===== src/rtl/iocyc_pkg.sv =====
package iocyc_pkg;

  typedef enum logic [2:0] {
    M_SLOW = 3'd0,
    M_FAST = 3'd1,
    M_SYNC = 3'd2,
    M_DLY1 = 3'd3,
    M_TWO  = 3'd4
  } sched_mode_e;

  typedef enum logic [1:0] {
    S_IDLE,
    S_RUN,
    S_WAIT,
    S_GAP
  } sched_st_e;

  function automatic logic is_sync(sched_mode_e m);
    return (m == M_SYNC) || (m == M_DLY1) || (m == M_TWO);
  endfunction

endpackage


===== src/rtl/iocyc_mode_dec.sv =====
module iocyc_mode_dec
  import iocyc_pkg::*;
(
  input  logic [3:0]  sel,
  output sched_mode_e mode
);
  // sel = {split, delayed, free-run, fast}
  always_comb begin
    case (sel)
      4'b0010: mode = M_SLOW;
      4'b0011: mode = M_FAST;
      4'b0000: mode = M_SYNC;
      4'b0100: mode = M_DLY1;
      4'b1000: mode = M_TWO;
      default: mode = M_SLOW;
    endcase
  end
endmodule


===== src/rtl/iocyc_dur_meter.sv =====
module iocyc_dur_meter #(
  parameter int W = 16
) (
  input  logic         clk,
  input  logic         rst_n,
  input  logic         clr,
  input  logic         run,
  input  logic         tick,
  input  logic         capture,
  output logic [W-1:0] dur_live,
  output logic [W-1:0] dur_q
);
  logic [W-1:0] acc_q;

  // running count including this clock's tick, held at all ones
  always_comb begin
    if (tick && (acc_q != '1)) dur_live = acc_q + W'(1);
    else                       dur_live = acc_q;
  end

  always_ff @(posedge clk or negedge rst_n) begin
    if (!rst_n) begin
      acc_q <= '0;
      dur_q <= '0;
    end else begin
      if (clr)      acc_q <= '0;
      else if (run) acc_q <= dur_live;
      if (capture)  dur_q <= dur_live;
    end
  end
endmodule


===== src/rtl/iocyc_wrap_cnt.sv =====
module iocyc_wrap_cnt #(
  parameter int W = 8
) (
  input  logic         clk,
  input  logic         rst_n,
  input  logic         step,
  output logic [W-1:0] val
);
  always_ff @(posedge clk or negedge rst_n) begin
    if (!rst_n)       val <= W'(1);
    else if (step) begin
      if (val == '1)  val <= W'(1);
      else            val <= val + W'(1);
    end
  end
endmodule


===== src/rtl/iocyc_tick_down.sv =====
module iocyc_tick_down #(
  parameter int W = 16
) (
  input  logic         clk,
  input  logic         rst_n,
  input  logic         load,
  input  logic [W-1:0] load_val,
  input  logic         tick,
  output logic         expire
);
  logic [W-1:0] cnt_q;

  assign expire = tick && (cnt_q == W'(1));

  always_ff @(posedge clk or negedge rst_n) begin
    if (!rst_n)                     cnt_q <= '0;
    else if (load)                  cnt_q <= load_val;
    else if (tick && cnt_q != '0)   cnt_q <= cnt_q - W'(1);
  end
endmodule


===== src/rtl/iocyc_sched.sv =====
module iocyc_sched
  import iocyc_pkg::*;
#(
  parameter int CNT_W     = 8,
  parameter int DUR_W     = 16,
  parameter int GAP_SHIFT = 3
) (
  input  logic             clk,
  input  logic             rst_n,
  input  logic             us_tick,
  input  logic             tlg_rx,
  input  logic             tlg_has_out,
  input  logic             slot_grant,
  input  logic             cyc_done,
  input  logic [3:0]       cfg_mode,
  input  logic [7:0]       cfg_dly_hi,
  input  logic [7:0]       cfg_dly_lo,
  input  logic             ovr_clr,
  output logic             cyc_start,
  output logic             busy,
  output logic [DUR_W-1:0] cyc_dur,
  output logic [CNT_W-1:0] cyc_cnt,
  output logic             overrun
);
  localparam int DLY_W = 16;
  localparam int WC_W  = (DLY_W > DUR_W) ? DLY_W : DUR_W;

  sched_st_e   st_q, st_d;
  sched_mode_e mode_cfg, mode_q, mode_use;
  logic [DLY_W-1:0] cfg_delay, dly_q;
  logic             first_q, first_d;
  logic             start_d, start_q;
  logic             ovr_q;
  logic             trig, done_ok, expire, wload;
  logic [WC_W-1:0]  wval;
  logic [DUR_W-1:0] dur_live, gap_val;

  assign cfg_delay = {cfg_dly_hi, cfg_dly_lo};
  assign trig      = tlg_rx & tlg_has_out;
  assign done_ok   = cyc_done && (st_q == S_RUN);
  assign mode_use  = (st_q == S_IDLE) ? mode_cfg : mode_q;
  assign gap_val   = dur_live >> GAP_SHIFT;

  iocyc_mode_dec u_dec (
    .sel  (cfg_mode),
    .mode (mode_cfg)
  );

  always_comb begin
    st_d    = st_q;
    start_d = 1'b0;
    first_d = first_q;
    wload   = 1'b0;
    wval    = '0;
    case (st_q)
      S_IDLE: begin
        case (mode_use)
          M_SLOW: start_d = slot_grant;
          M_FAST: start_d = 1'b1;
          M_SYNC: start_d = trig;
          M_DLY1: begin
            if (trig) begin
              if (cfg_delay == '0) start_d = 1'b1;
              else begin
                st_d  = S_WAIT;
                wload = 1'b1;
                wval  = WC_W'(cfg_delay);
              end
            end
          end
          M_TWO: begin
            if (trig) begin
              start_d = 1'b1;
              first_d = 1'b1;
            end
          end
          default: start_d = 1'b0;
        endcase
      end
      S_RUN: begin
        if (done_ok) begin
          if (mode_q == M_FAST) begin
            if (gap_val == '0) st_d = S_IDLE;
            else begin
              st_d  = S_GAP;
              wload = 1'b1;
              wval  = WC_W'(gap_val);
            end
          end else if (mode_q == M_TWO && first_q) begin
            first_d = 1'b0;
            if (dly_q == '0) start_d = 1'b1;
            else begin
              st_d  = S_WAIT;
              wload = 1'b1;
              wval  = WC_W'(dly_q);
            end
          end else begin
            st_d = S_IDLE;
          end
        end
      end
      S_WAIT:  if (expire) start_d = 1'b1;
      S_GAP:   if (expire) st_d = S_IDLE;
      default: st_d = S_IDLE;
    endcase
    if (start_d) st_d = S_RUN;
  end

  always_ff @(posedge clk or negedge rst_n) begin
    if (!rst_n) begin
      st_q    <= S_IDLE;
      start_q <= 1'b0;
      first_q <= 1'b0;
      mode_q  <= M_SLOW;
      dly_q   <= '0;
      ovr_q   <= 1'b0;
    end else begin
      st_q    <= st_d;
      start_q <= start_d;
      first_q <= first_d;
      if (st_q == S_IDLE) begin
        mode_q <= mode_cfg;
        dly_q  <= cfg_delay;
      end
      if (st_q != S_IDLE && trig && is_sync(mode_q)) ovr_q <= 1'b1;
      else if (ovr_clr)                               ovr_q <= 1'b0;
    end
  end

  iocyc_tick_down #(.W(WC_W)) u_wait (
    .clk      (clk),
    .rst_n    (rst_n),
    .load     (wload),
    .load_val (wval),
    .tick     (us_tick),
    .expire   (expire)
  );

  iocyc_dur_meter #(.W(DUR_W)) u_dur (
    .clk      (clk),
    .rst_n    (rst_n),
    .clr      (start_d),
    .run      (st_q == S_RUN),
    .tick     (us_tick),
    .capture  (done_ok),
    .dur_live (dur_live),
    .dur_q    (cyc_dur)
  );

  iocyc_wrap_cnt #(.W(CNT_W)) u_cnt (
    .clk   (clk),
    .rst_n (rst_n),
    .step  (done_ok),
    .val   (cyc_cnt)
  );

  assign cyc_start = start_q;
  assign busy      = (st_q != S_IDLE);
  assign overrun   = ovr_q;

endmodule


===== config.mk =====
export PLATFORM = sky130hd
export DESIGN_NAME = iocyc_sched
export DESIGN_NICKNAME = d
export VERILOG_FILES = /design/src/rtl/iocyc_pkg.sv /design/src/rtl/iocyc_mode_dec.sv /design/src/rtl/iocyc_dur_meter.sv /design/src/rtl/iocyc_wrap_cnt.sv /design/src/rtl/iocyc_tick_down.sv /design/src/rtl/iocyc_sched.sv
export SDC_FILE = /design/constraint.sdc
export NUM_CORES = 1
export LEC_CHECK = 0
export ABC_AREA = 1
export CORE_MARGIN = 8
export CORE_UTILIZATION = 31
export DETAILED_ROUTE_END_ITERATION = 6
export PLACE_DENSITY_LB_ADDON = 0.3
export SYNTH_ARGS = -nofsm -noshare
export SYNTH_HDL_FRONTEND = slang
export SYNTH_HIERARCHICAL = 1
export SYNTH_SLANG_ARGS = --single-unit

===== constraint.sdc =====
create_clock -name clk -period 5.21 [get_ports clk]
set_clock_uncertainty 0.1 [all_clocks]
set_input_delay 1.042 -clock clk [delete_from_list [all_inputs] [get_ports clk]]
set_output_delay 1.042 -clock clk [all_outputs]
set_load 0.01 [all_outputs]

### Yosys cells after proc, flatten, opt, wreduce, memory -nomap -nowiden

Index checks and enable logic that the tools add are counted.

| word-level totals | value |
|---|---|
| bits in registers | 80 |
| latch bits | 0 |
| bits in writable memories | 0 |
| ROM bits | 0 |
| input port bits | 28 |
| output and inout bits | 27 |
| word-level logic and storage cells | 121 |
| memories kept | 0 |

| operators by class | value |
|---|---|
| add/subtract/negate cells | 3 |
| multiply operators | 0 |
| div/mod/pow operators | 0 |
| $lt $le $gt $ge | 0 |
| eq/ne operators | 28 |
| shifts and indexed selects | 0 |
| multiplexer cells | 55 |
| bitwise gates (word level) | 1 |
| reduce and logical (&&, ||, !) cells | 24 |

Operators with widths:

| kind | number |
|---|---|
| 2-to-1 mux 16 bit | 12 |
| zero test 16 bit | 3 |
| one-hot mux 16 bit (2 select lines) | 1 |
| 2-to-1 mux 1 bit | 23 |
| 2-to-1 mux 2 bit | 10 |
| adder 16 x 1 -> 16 bit, second input constant | 1 |
| equality test 16 x 1 -> 1 bit, second input constant | 1 |
| inequality test 16 bit, second input constant | 1 |
| nonzero test 16 bit | 1 |
| subtractor 16 x 1 -> 16 bit, second input constant | 1 |
| 2-to-1 mux 13 bit | 1 |
| equality test 3 x 2 -> 1 bit, second input constant | 4 |
| inequality test 3 bit, second input constant | 4 |
| one-hot mux 3 bit (4 select lines) | 1 |
| nonzero test 2 bit | 5 |
| adder 8 x 1 -> 8 bit, second input constant | 1 |
| equality test 8 bit, second input constant | 1 |
| 2-to-1 mux 8 bit | 1 |
| inequality test 2 bit, second input constant | 4 |
| logical AND 1 bit | 7 |
| AND reduction 7 bit | 1 |
| equality test 3 x 1 -> 1 bit, second input constant | 2 |
| equality test 3 bit, second input constant | 2 |
| one-hot mux 2 bit (3 select lines) | 1 |
| other kinds (19) | 22 |

### Logic depth before layout (Yosys ltp)

| depth | value |
|---|---|
| depth after elaboration | 9 |
| mapped depth | 24 |
| mapped depth without buffers | 22 |

### Modules after synthesis

The synthesis kept the hierarchy.

Modules (own cells, without submodules):

| module | instances | cells an instance | area an instance (um2) | sequential area each (um2) |
|---|---|---|---|---|
| iocyc_dur_meter | 1 | 265 | 1891.8 | 800.8 |
| iocyc_sched | 1 | 260 | 1720.4 | 600.6 |
| iocyc_tick_down | 1 | 182 | 1249.9 | 400.4 |
| iocyc_wrap_cnt | 1 | 48 | 414.1 | 201.4 |
| iocyc_mode_dec | 1 | 13 | 51.3 | 0.0 |

### Worst setup path after synthesis

OpenSTA, ideal clock, no wires.

| path | value |
|---|---|
| path kind | in2reg |
| start | in us_tick |
| end | reg u_wait.cnt_q[9] |
| library setup time | 0.117 ns |
| arrival time | 2.954 ns |
| required time | 4.993 ns |
| path slack | 2.039 ns |
| stages | 20 |
| path buffers | 2 |
| path through | inv_1 > nor2_4 > nand2_2 > nor2_2 > nand3_1 > and2_1 > nor2_1 > nand2_1 > nor2_1 > nand2_1 > nand2_1 > inv_1 > nand2_1 > o211ai_1 > buf_2 > inv_1 > buf_2 > nand3_1 > nand3_1 > nand2_1 |

| between the ends | value |
|---|---|
| cells in the longest elaborated chain, start to end | 8 |
| elaborated cells between the ends (all ways) | 14 |
| those cells by class | 10 x mux; 4 x reduce/logical |

Ends and longest elaborated chain:

| element | line | RTL |
|---|---|---|
| from (decl) | iocyc_sched.sv:10 | `input logic us_tick,` |
| logical AND 1 bit * | iocyc_dur_meter.sv:17 | `if (tick && (acc_q != '1)) dur_live = acc_q + W'(1);` |
| 2-to-1 mux 16 bit * | iocyc_dur_meter.sv:17 |  |
| via dur_live[13] | iocyc_sched.sv:36 | `logic [DUR_W-1:0] dur_live, gap_val;` |
| zero test 16 bit * | iocyc_sched.sv:83 | `if (gap_val == '0) st_d = S_IDLE;` |
| 2-to-1 mux 1 bit * | iocyc_sched.sv:83 |  |
| 2-to-1 mux 1 bit * | iocyc_sched.sv:82 | `if (mode_q == M_FAST) begin` |
| 2-to-1 mux 1 bit * | iocyc_sched.sv:81 | `if (done_ok) begin` |
| one-hot mux 1 bit (2 select lines) * | iocyc_sched.sv:55 | `case (st_q)` |
| via wload | iocyc_sched.sv:34 | `logic trig, done_ok, expire, wload;` |
| 2-to-1 mux 16 bit or nonzero test 2 bit (tied branches) | n/a |  |
| to (signal assigned) | iocyc_tick_down.sv:17 | `else if (load) cnt_q <= load_val;` |
| to (signal assigned) | iocyc_tick_down.sv:18 | `else if (tick && cnt_q != '0) cnt_q <= cnt_q - W'(1);` |
| to (decl) | iocyc_tick_down.sv:11 | `logic [W-1:0] cnt_q;` |

Mark *: on every way through the listed nets, which the timed path passes. The rest lies on a longest branch.
A chain may end at the register's enable or synchronous reset.

### Final worst setup path

| path | value |
|---|---|
| start | in us_tick |
| end | reg u_wait.cnt_q[12] |

Same word-level chain as after synthesis.

==> results.tsv <==
metric	value	unit
drtAntennaViolNets	0	
whs_path_depth	2	
areaGrowthSynthToFinish	20.03	%
layout-drive-gt1-share	0.1027	
hpwlAfterDp	10900	um
crit_family	simple AND/OR/NAND/NOR gates	
drt-pass1-iter-count	5	
cts_tree	built	
place_congestion	0.8623	
synth_fp_nets	803	
antenna_found_initial	0	
numCtsBuffers	9	
rsz0062_at_grt	false	
grt_pass1_wl	24060	um
htree_num_levels	3	
die_area	21590	sq um
initial_core_util	0.3116	
crit_path_frequent_cell	nand2_1	
clock-root-buffer	clkbuf_16	
dr.first_iter.drc_count	269	
fmax	251.2	MHz
tightestPinTransition	0.8172	ns
grtUsageTotal	0.1378	
max_slew_margin	0.4537	
rr_worst_depth	19	
clock_latency	0.35	ns
cts_sinks	80	
drv_cap	0	
fin_nets	860	
ys_warn_count	6	
critPathArrivalTime	4.16	ns
p_leak	0.003128	uW
critPathLaunchType	input port	
cpPeakStageDelay	0.69	ns
clockBufferDepth	2	
core_region_area	17060	sq um
synth.avg_cell_area	6.939	sq um
ir_drop	0.0001850	V
worst_hold_path_type	reg2reg	
wl	14240	um
setup-tns-final	0	ns
timing.hold.ws	0.3801	ns
required	5.39	ns
die_w	146.9	um
path_clk_slew	0.06	ns
port_buffers	54	
first_global_vias	4778	
syn_inst	766	
grt_max_degree	44	
setup_viol	0	
outcome	complete, no violations	
drc	0	
via_count	4862	
overflow	0	
cts_setup_buffers	0	
critPathBufInv	4	
cts_hold_buf	0	
critical_path_class	in2reg	
cts_resized	0	
hold_viol	0	
end_kind	register	
post_drt_wl_per_cell	13.53	um
die_h	146.9	um
io_pins	55	
cp.depth	18	
critPathSlowestCell	clkdlybuf4s50_1	
p_per_area	477.2	nW/um^2
drv_slew	0	
viasPerCell	4.617	
cp_cell_sequence	clkdlybuf4s50_1 -> nand4_1 -> nor2_1 -> nand4_1 -> and2_1 -> nor2_1 -> nand2_1 -> nor2_1 -> nand2_1 -> nand2_1 -> inv_1 -> nand2_1 -> o211ai_1 -> inv_1 -> nand3_2 -> inv_2 -> nand2_1 -> nand3_1	
rows	48	
netlist_area	5315	sq um
cp_max_fo	13	
min_period	3.981	ns
diodes	0	
finalCritPeriodShare	0.7640	
-- final timing paths --
kind,startpoint,to,slack [ns]
worst max-delay path,us_tick,u_wait/cnt_q[12],1.23
worst min-delay path,u_dur/dur_q[10],u_dur/dur_q[10],0.38
worst max register to register,u_dur/acc_q[0],u_wait/cnt_q[12],1.94
worst min register to register,u_dur/dur_q[10],u_dur/dur_q[10],0.38
max in group asynchronous,rst_n,u_dur/acc_q[11],3.48
min in group asynchronous,rst_n,dly_q[2],0.56
-- per-stage QoR --
stage | utilization | total power (uW) | instance area [sq um] | std cells | setup slack, ns
after floorplan | - | 1995 | 5315 | 766 | 2.039
after global placement | 0.3575 | 2443 | 6098 | 1037 | 0.9364
after detailed placement | 0.3575 | 2455 | 6098 | 1037 | 0.8273
after CTS | 0.3740 | 3083 | 6380 | 1053 | 1.200
after global routing | 0.3740 | 3323 | 6380 | 1053 | 0.8641
final | 0.3740 | 3045 | 6380 | 1053 | 1.229
-- flip-flops by register name (all words and copies together), names as in the netlist --
name / cells
dly_q: 16
u_dur/dur_q: 16
overrun: 1
first_q: 1
u_wait/cnt_q: 16
u_dur/acc_q: 16
cyc_start: 1
st_q: 2
u_cnt/val: 8
mode_q: 3
-- cells in the final DEF (no fill, tap or decap), types with 4 or more instances in the layout --
master,instances
nand2_1,265
inv_1,83
nor2_1,79
dfrtp_1,79
nand3_1,74
clkdlybuf4s50_1,53
o21ai_0,35
nand2_2,13
and2_1,12
nor2_2,11
nand4_1,10
ha_1,9
clkbuf_16,9
nand3b_1,9
buf_4,8
o211ai_1,7
nor2_4,6
o211ai_2,6
xor2_1,6
nand3_2,6
a21oi_1,4
o21ai_1,4
nand2_4,4
-- cell type report --
| cell class | count | area (sq um) |
|---|---|---|
| Clock buffer | 9 | 225.2 |
| Clock inverter | 7 | 56.30 |
| Fill cell | 1857 | 10680 |
| Inverter | 88 | 331.6 |
| Multi-Input combinational cell | 583 | 2892 |
| Sequential cell | 80 | 2003 |
| Tap cell | 225 | 281.5 |
| Timing Repair Buffer | 61 | 590.6 |
-- layer usage --
layer  up-vias  routed length, um  GRT usage
li1       2544                  -          -
met1      2242               6666     0.1721
met2        62               6904     0.2334
met3        14                490    0.03384
met4         0                182    0.03468
met5         -                  0          0
-- worst register-to-register path, stage by stage, from the launching register on --
cell and delay [ns]:
dfrtp_1 0.40, ha_1 0.23, nand3_1 0.10, nor2_2 0.16, nand2_2 0.21, nand2_1 0.12, nand2_1 0.08, and2_1 0.16
or2_2 0.29, nor2_1 0.10, nand2_1 0.06, nand2_1 0.07, inv_1 0.05, nand2_1 0.08, o211ai_1 0.11, inv_1 0.41
nand3_2 0.15, inv_2 0.18, nand2_1 0.08, nand3_1 0.08
-- where the power goes --
part           leakage [uW]  switching (uW)  total (uW)  internal, uW
Clock              0.000136             278         606           328
Combinational       0.00196             861        1390           525
Sequential          0.00103             201        1050           851
Power figures use the tool's default switching activity.
